<file path="src/rtl/msi_dq_pkg.sv">
// Shared types for the deferred-invalidation MSI controller.
// Assumes a two-bit encoding is enough for the three stable MSI states.
package msi_dq_pkg;

    typedef enum logic [1:0] {
        LN_I = 2'd0,
        LN_S = 2'd1,
        LN_M = 2'd2
    } line_state_e;

endpackage

</file>
<file path="src/rtl/msi_dq_snoop_slice.sv">
// Per-line snoop reaction. Given one line's state, tag and pending flag and
// the current snoop, it gives the line's next state and pending flag and
// says whether the line must supply data.
// Assumes the caller has already gated the snoop with the index match.
module msi_dq_snoop_slice
    import msi_dq_pkg::*;
#(
    parameter int TAG_W = 4
) (
    input  logic             sel_i,
    input  logic             excl_i,
    input  logic [TAG_W-1:0] snp_tag_i,
    input  logic [TAG_W-1:0] line_tag_i,
    input  logic             defer_shared_i,
    input  logic             defer_dirty_i,
    input  line_state_e      st_i,
    input  logic             pend_i,
    output line_state_e      st_o,
    output logic             pend_o,
    output logic             supply_o
);

    logic match;

    // Decide the snoop outcome for this line.
    always_comb begin
        match    = sel_i && (st_i != LN_I) && (line_tag_i == snp_tag_i);
        st_o     = st_i;
        pend_o   = pend_i;
        supply_o = 1'b0;
        if (match) begin
            case (st_i)
                LN_M: begin
                    supply_o = 1'b1;
                    if (!excl_i) begin
                        st_o = LN_S;
                    end else if (defer_dirty_i) begin
                        st_o   = LN_S;
                        pend_o = 1'b1;
                    end else begin
                        st_o = LN_I;
                    end
                end
                LN_S: begin
                    if (excl_i) begin
                        if (defer_shared_i) begin
                            pend_o = 1'b1;
                        end else begin
                            st_o   = LN_I;
                            pend_o = 1'b0;
                        end
                    end
                end
                default: begin
                    st_o = st_i;
                end
            endcase
        end
    end

endmodule

</file>
<file path="src/rtl/msi_dq_drain.sv">
// Applies pending invalidations. Every pending line goes to I and the
// pending set is cleared, either on request (a local miss) or when the
// pending set has reached QUEUE_DEPTH.
// Assumes pending lines are always Shared.
module msi_dq_drain
    import msi_dq_pkg::*;
#(
    parameter int NUM_LINES   = 4,
    parameter int QUEUE_DEPTH = 2
) (
    input  logic                 force_i,
    input  line_state_e          st_i   [NUM_LINES],
    input  logic [NUM_LINES-1:0] pend_i,
    output line_state_e          st_o   [NUM_LINES],
    output logic [NUM_LINES-1:0] pend_o,
    output logic                 drained_o
);

    logic full;

    // Trigger a drain on request or when the set is at depth.
    always_comb begin
        full      = $countones(pend_i) >= QUEUE_DEPTH;
        drained_o = force_i || full;
    end

    // Clear the pending lines when a drain fires.
    generate
        for (genvar g = 0; g < NUM_LINES; g++) begin : g_line
            always_comb begin
                st_o[g]   = (drained_o && pend_i[g]) ? LN_I : st_i[g];
                pend_o[g] = drained_o ? 1'b0 : pend_i[g];
            end
        end
    endgenerate

endmodule

</file>
<file path="src/rtl/msi_dq_lookup.sv">
// CPU-side hit test for one indexed line. A read hits on S or M with a
// matching tag. A write hits only on M with a matching tag.
// Assumes the state given is the one left after snoop and full-drain.
module msi_dq_lookup
    import msi_dq_pkg::*;
#(
    parameter int TAG_W = 4
) (
    input  logic             valid_i,
    input  logic             write_i,
    input  line_state_e      st_i,
    input  logic [TAG_W-1:0] line_tag_i,
    input  logic [TAG_W-1:0] req_tag_i,
    output logic             hit_o,
    output logic             miss_o
);

    logic present;

    // Classify the request as hit or miss.
    always_comb begin
        present = (st_i != LN_I) && (line_tag_i == req_tag_i);
        hit_o   = valid_i && present && (!write_i || (st_i == LN_M));
        miss_o  = valid_i && !hit_o;
    end

endmodule

</file>
<file path="src/rtl/msi_dq_ctrl.sv">
// Snooping write-back MSI controller with deferred invalidation.
// Each cycle: (1) the snoop is applied to all lines, (2) a full pending set
// is drained, (3) the CPU request is looked up, (4) a miss drains all
// pending lines and installs the new line. All results are registered and
// appear after the edge that sampled the inputs.
// Assumes NUM_LINES is a power of two and QUEUE_DEPTH <= NUM_LINES.
module msi_dq_ctrl
    import msi_dq_pkg::*;
#(
    parameter int NUM_LINES   = 4,
    parameter int ADDR_W      = 6,
    parameter int DATA_W      = 16,
    parameter int QUEUE_DEPTH = 2
) (
    input  logic              clk,
    input  logic              rst_n,
    input  logic              defer_shared_en,
    input  logic              defer_dirty_en,
    input  logic              cpu_valid,
    input  logic              cpu_write,
    input  logic [ADDR_W-1:0] cpu_addr,
    input  logic [DATA_W-1:0] cpu_wdata,
    input  logic [DATA_W-1:0] fill_data,
    input  logic              snp_valid,
    input  logic              snp_excl,
    input  logic [ADDR_W-1:0] snp_addr,
    output logic              rsp_valid,
    output logic              rsp_hit,
    output logic [DATA_W-1:0] rsp_rdata,
    output logic              bus_req_valid,
    output logic              bus_req_excl,
    output logic [ADDR_W-1:0] bus_req_addr,
    output logic              wb_valid,
    output logic [ADDR_W-1:0] wb_addr,
    output logic [DATA_W-1:0] wb_data,
    output logic              snp_supply,
    output logic [DATA_W-1:0] snp_data
);

    localparam int IDX_W = $clog2(NUM_LINES);
    localparam int TAG_W = ADDR_W - IDX_W;

    line_state_e          st_q   [NUM_LINES];
    logic [TAG_W-1:0]     tag_q  [NUM_LINES];
    logic [DATA_W-1:0]    val_q  [NUM_LINES];
    logic [NUM_LINES-1:0] pend_q;

    line_state_e          st_a   [NUM_LINES];
    line_state_e          st_b   [NUM_LINES];
    line_state_e          st_c   [NUM_LINES];
    line_state_e          st_n   [NUM_LINES];
    logic [TAG_W-1:0]     tag_n  [NUM_LINES];
    logic [DATA_W-1:0]    val_n  [NUM_LINES];
    logic [NUM_LINES-1:0] pend_a;
    logic [NUM_LINES-1:0] pend_b;
    logic [NUM_LINES-1:0] pend_c;
    logic [NUM_LINES-1:0] sup_vec;
    logic                 full_drain;
    logic                 miss_drain;

    logic [IDX_W-1:0]     cpu_idx;
    logic [TAG_W-1:0]     cpu_tag;
    logic [IDX_W-1:0]     snp_idx;
    logic [TAG_W-1:0]     snp_tag;
    line_state_e          st_b_sel;
    line_state_e          st_c_sel;
    logic                 cpu_hit;
    logic                 cpu_miss;
    logic                 evict;

    // Split the CPU and snoop addresses into index and tag.
    always_comb begin
        cpu_idx = cpu_addr[IDX_W-1:0];
        cpu_tag = cpu_addr[ADDR_W-1:IDX_W];
        snp_idx = snp_addr[IDX_W-1:0];
        snp_tag = snp_addr[ADDR_W-1:IDX_W];
    end

    // Stage 1: snoop reaction, one slice per line.
    generate
        for (genvar g = 0; g < NUM_LINES; g++) begin : g_snoop
            msi_dq_snoop_slice #(.TAG_W(TAG_W)) u_slice (
                .sel_i         (snp_valid && (snp_idx == IDX_W'(g))),
                .excl_i        (snp_excl),
                .snp_tag_i     (snp_tag),
                .line_tag_i    (tag_q[g]),
                .defer_shared_i(defer_shared_en),
                .defer_dirty_i (defer_dirty_en),
                .st_i          (st_q[g]),
                .pend_i        (pend_q[g]),
                .st_o          (st_a[g]),
                .pend_o        (pend_a[g]),
                .supply_o      (sup_vec[g])
            );
        end
    endgenerate

    // Stage 2: drain when the pending set has reached its depth.
    msi_dq_drain #(.NUM_LINES(NUM_LINES), .QUEUE_DEPTH(QUEUE_DEPTH)) u_drain_full (
        .force_i  (1'b0),
        .st_i     (st_a),
        .pend_i   (pend_a),
        .st_o     (st_b),
        .pend_o   (pend_b),
        .drained_o(full_drain)
    );

    // Select the indexed line state for lookup and eviction.
    always_comb begin
        st_b_sel = st_b[cpu_idx];
        st_c_sel = st_c[cpu_idx];
    end

    // Stage 3: CPU hit test against the post-snoop state.
    msi_dq_lookup #(.TAG_W(TAG_W)) u_lookup (
        .valid_i   (cpu_valid),
        .write_i   (cpu_write),
        .st_i      (st_b_sel),
        .line_tag_i(tag_q[cpu_idx]),
        .req_tag_i (cpu_tag),
        .hit_o     (cpu_hit),
        .miss_o    (cpu_miss)
    );

    // Stage 4: a local miss applies every pending invalidation.
    msi_dq_drain #(.NUM_LINES(NUM_LINES), .QUEUE_DEPTH(QUEUE_DEPTH)) u_drain_miss (
        .force_i  (cpu_miss),
        .st_i     (st_b),
        .pend_i   (pend_b),
        .st_o     (st_c),
        .pend_o   (pend_c),
        .drained_o(miss_drain)
    );

    // A dirty line with another tag must be written back on a miss.
    always_comb begin
        evict = cpu_miss && (st_c_sel == LN_M) && (tag_q[cpu_idx] != cpu_tag);
    end

    // Build the next line arrays, including the install or write update.
    always_comb begin
        for (int i = 0; i < NUM_LINES; i++) begin
            st_n[i]  = st_c[i];
            tag_n[i] = tag_q[i];
            val_n[i] = val_q[i];
        end
        if (cpu_miss) begin
            st_n[cpu_idx]  = cpu_write ? LN_M : LN_S;
            tag_n[cpu_idx] = cpu_tag;
            val_n[cpu_idx] = cpu_write ? cpu_wdata : fill_data;
        end else if (cpu_hit && cpu_write) begin
            val_n[cpu_idx] = cpu_wdata;
        end
    end

    // Line state registers.
    always_ff @(posedge clk) begin
        if (!rst_n) begin
            for (int i = 0; i < NUM_LINES; i++) begin
                st_q[i]  <= LN_I;
                tag_q[i] <= '0;
                val_q[i] <= '0;
            end
            pend_q <= '0;
        end else begin
            for (int i = 0; i < NUM_LINES; i++) begin
                st_q[i]  <= st_n[i];
                tag_q[i] <= tag_n[i];
                val_q[i] <= val_n[i];
            end
            pend_q <= pend_c;
        end
    end

    // Registered response, bus request, write-back and snoop supply.
    always_ff @(posedge clk) begin
        if (!rst_n) begin
            rsp_valid     <= 1'b0;
            rsp_hit       <= 1'b0;
            rsp_rdata     <= '0;
            bus_req_valid <= 1'b0;
            bus_req_excl  <= 1'b0;
            bus_req_addr  <= '0;
            wb_valid      <= 1'b0;
            wb_addr       <= '0;
            wb_data       <= '0;
            snp_supply    <= 1'b0;
            snp_data      <= '0;
        end else begin
            rsp_valid     <= cpu_valid;
            rsp_hit       <= cpu_hit;
            rsp_rdata     <= val_n[cpu_idx];
            bus_req_valid <= cpu_miss;
            bus_req_excl  <= cpu_write;
            bus_req_addr  <= cpu_addr;
            wb_valid      <= evict;
            wb_addr       <= {tag_q[cpu_idx], cpu_idx};
            wb_data       <= val_q[cpu_idx];
            snp_supply    <= |sup_vec;
            snp_data      <= val_q[snp_idx];
        end
    end

    // Pending lines must be Shared.
    generate
        for (genvar g = 0; g < NUM_LINES; g++) begin : g_pend_chk
            AST_PEND_IS_SHARED: assert property (@(posedge clk) disable iff (!rst_n)
                pend_q[g] |-> (st_q[g] == LN_S));
        end
    endgenerate

    AST_QUEUE_BELOW_DEPTH: assert property (@(posedge clk) disable iff (!rst_n)
        $countones(pend_q) < QUEUE_DEPTH);

    AST_MISS_EMPTIES_QUEUE: assert property (@(posedge clk) disable iff (!rst_n)
        (rsp_valid && !rsp_hit) |-> (pend_q == '0));

    AST_HIT_SILENT_BUS: assert property (@(posedge clk) disable iff (!rst_n)
        (rsp_valid && rsp_hit) |-> !bus_req_valid);

    AST_WB_ONLY_ON_MISS: assert property (@(posedge clk) disable iff (!rst_n)
        wb_valid |-> (bus_req_valid && rsp_valid && !rsp_hit));

    AST_DIRTY_SUPPLIES: assert property (@(posedge clk) disable iff (!rst_n)
        (snp_valid && (st_q[snp_idx] == LN_M) && (tag_q[snp_idx] == snp_tag))
        |=> snp_supply);

    AST_WRITE_MISS_EXCL: assert property (@(posedge clk) disable iff (!rst_n)
        (cpu_valid && cpu_write && !cpu_hit) |=> (bus_req_valid && bus_req_excl));

endmodule

</file>
<file path="config.mk">
export PLATFORM = sky130hd
export DESIGN_NAME = msi_dq_ctrl
export DESIGN_NICKNAME = d
export VERILOG_FILES = /design/src/rtl/msi_dq_pkg.sv /design/src/rtl/msi_dq_snoop_slice.sv /design/src/rtl/msi_dq_drain.sv /design/src/rtl/msi_dq_lookup.sv /design/src/rtl/msi_dq_ctrl.sv
export SDC_FILE = /design/constraint.sdc
export NUM_CORES = 1
export LEC_CHECK = 0
export ABC_AREA = 1
export CORE_MARGIN = 5
export CORE_UTILIZATION = 60
export CTS_CLUSTER_DIAMETER = 30
export DETAILED_ROUTE_END_ITERATION = 7
export PLACE_DENSITY_LB_ADDON = 0.15
export SYNTH_ARGS = -nofsm -noshare
export SYNTH_HDL_FRONTEND = slang
export SYNTH_HIERARCHICAL = 1
export SYNTH_SLANG_ARGS = --single-unit
</file>
<file path="constraint.sdc">
create_clock -name clk -period 9.54 [get_ports clk]
set_input_delay 0.954 -clock clk [delete_from_list [all_inputs] [get_ports clk]]
set_output_delay 0.954 -clock clk [all_outputs]
set_load 0.05 [all_outputs]
</file>
==> metrics.txt <==
multi-input logic area 0.005804 mm2; Critical Path Max Stage Delay 830 ps; Peak VDD IR 0.1423 mV; WL/cell 15.70 um; Critical Path Stages 32; gr ovfl total 0; DRC viols 0; crit path launch type input port; post-layout min period 6807 ps; # fillers 1,522; GRT Total Usage 31.24%; DP HPWL 20.77 mm; largest net degree at the start of global routing 81; CTS buffer count 17; Starting Density 61.64%; antenna diode count 0; Final Max Tran Viols 0; final-report hold violation count 0; core area 0.01670 mm2; antenna violations before repair 0; Clk network pwr share 36.9%; Vias 11,490; met2 Use GR 46.85%; TritonRoute pass-1 iters 8; Slew HR 27.61%; layout cell share with drive strength beyond 1 5.263%; RSZ-0062 raised after global routing no; Die Height 141.0 um; M1 GR Usage 45.07%; Crit Path Max Fanout 79; CTS tree yes; Avg Cell Area, Syn 5.853 um2; Routed WL 32.08 mm; critical path class in2reg; post-route clock period utilization 71.35%; area delta synth->final 15.46%; PostCTS Resize Cnt 0; register area 0.003123 mm2; Worst Setup End Kind flop; register bit total from synthesis 156; Via density 5.622; met3 Track Usage GR 6.603%; Post-Synthesis Cells 1,759; H-tree lvl count 4; hold-critical path depth 2; Clock transition at path regs 70 ps; Rows 47; setup violators final 0; CP Launch Point snp_addr[1]; Post-Route Utilization 71.17%; worst min-delay path category reg2reg; post-synthesis sequential area ratio 30.34%; Worst path most repeated cell nand2_1; clk buf depth 2; worst r2r src st_q[1][0]; num ports 118; initial DRC count 1,833; NetSw 0.0006202 W; busiest grt layer met2; CTS root buffer clkbuf_16; Worst Path Required 9830 ps; global-route wire length before repair 50.43 mm; synth top area cells dfxtp_1 (30%), nand2_1 (20%), nand3_1 (10%), inv_1 (8.5%), nor2_1 (8.4%); sw frac 34.71%; vias in the first global route 10,020; Final Wtd Congestion 0.9643; Sink Count 156; Layout Skew 9.348 ps; full die area 0.01988 mm2; Logic pwr share 22.9%; beginning of the worst hold path tag_q[2][2]; status complete, no violations; critical path's slowest cell clkinv_2; largest area contributor in the netlist dfxtp_1; Reg2Reg Depth 31; fmax 146.9 MHz; PortBufs 117; Post-CTS Hold Buffers 0; Post-DRT Antenna Nets 0; Setup Buffers After CTS 0; Internal 0.001166 W; Leakage 5.592 nW; Clk Latency, worst-skew pair 440 ps; Synth Cell Area 0.01029 mm2; max-cap viol count 0; Die W 141.0 um; count of cell types in the netlist 30; worst slew pin tran 1086 ps; final net count 1,881; CP Buf/Inv Count 8; Worst EP arrival 7100 ps; Mapped Nets 1,829; share of the synthesized area in the top cell type 30.34%; CP delay by family, top buffers and inverters; Seq pwr share 40.2%; P per Cell Area 150.3 mW/mm2; total negative slack 0 ps; Yosys warnings 6
==> cell usage after synthesis, drive strengths merged <==
cell    number
nor2       253
dfxtp      156
nor4         1
conb         1
fa           2
inv        242
nand2      558
a22oi        4
a21oi       92
o22ai       64
or2          8
nand3      217
a211oi       1
o21ai       51
nand4        4
clkbuf      37
buf         52
ha          16
==> final cells by class <==
type,count,area share (%)
Clock buffer,18,3.611
Sequential cell,156,26.27
Timing Repair Buffer,122,10.13
Multi-Input combinational cell,1272,48.83
Clock inverter,14,1.095
Inverter,242,7.747
Tap cell,220,2.316
==> final timing paths <==
check                  endpoint  slack, ps
setup / recovery  rsp_rdata[14]       2730
hold / removal      tag_q[2][2]        580
setup reg to reg  rsp_rdata[14]       3860
hold reg to reg     tag_q[2][2]        580
==> power groups by stage <==
stage | Combinational (W) | Sequential [W] | Clock [W]
after floorplan | 0.000226 | 0.000781 | 0
after global placement | 0.000391 | 0.000730 | 0
after detailed placement | 0.000398 | 0.000731 | 0
after CTS | 0.000401 | 0.000717 | 0.000662
after global routing | 0.000447 | 0.000722 | 0.000694
final | 0.000409 | 0.000718 | 0.000660
==> through the flow <==
stage	instance area, um2	cells	power [W]	hold WS (ps)	worst slack, ps
finish	11890	2044	0.001787	584.4	2733
global placement	11330	2012	0.001121	556.6	2768
global route	11890	2044	0.001862	597.2	2378
CTS	11890	2044	0.001780	580.9	3000
floorplan	10290	1759	0.001007	538.9	4909
detailed placement	11330	2012	0.001129	564.0	2596
==> cell usage in the layout (no fill, tap or decap), types with 2 or more instances in the layout <==
cell,synthesis,layout
nand2_1,535,535
inv_1,233,232
nor2_1,231,231
nand3_1,213,213
dfxtp_1,156,156
clkdlybuf4s50_1,0,116
a21oi_1,92,92
o22ai_1,64,64
o21ai_0,47,47
nand2_2,22,22
clkbuf_16,0,17
ha_1,16,16
nor2_2,14,14
or2_0,8,8
nor2_4,6,6
buf_4,6,5
inv_4,4,4
a22oi_1,4,4
clkinv_2,0,4
inv_6,0,4
inv_8,0,4
inv_2,5,4
o21ai_1,4,4
nand3_2,4,4
nand4_1,4,4
nor2_8,2,2
clkinvlp_4,0,2
fa_1,2,2
==> per-layer routing <==
metal	share of wire, %	vias to the layer above
met5	0	-
met4	2.6	0
met3	13	88
met2	43	709
met1	42	5078
li1	-	5617
==> sequential cells by signal, summed over array words and instances (netlist names) <==
signal         count
val_q             64
rsp_rdata         16
snp_data          16
tag_q             16
wb_data           16
st_q               8
bus_req_addr       6
pend_q             4
wb_addr            4
bus_req_excl       1
bus_req_valid      1
rsp_hit            1
rsp_valid          1
snp_supply         1
wb_valid           1
==> worst reg2reg max path: cells and delay by family, from the launching register on <==
family	cells	cell delay [ps]
buffers and inverters	8	2130
and+or+nand+nor	17	1430
AOI/OAI and AO/OA	4	830
adders and majority gates	2	660
DFF	1	460
==> cell families (layout without fill, tap and decap cells) <==
group / after synthesis / count (layout) / share of synthesized area, %
compound gates: 212 / 212 / 11.21
fa+ha+maj: 18 / 18 / 2.333
buf+inv: 331 / 396 / 13.28
flops: 156 / 156 / 30.34
other cells: 1 / 1 / 0.03643
simple gates: 1041 / 1041 / 42.80
Power figures use the tool's default switching activity.
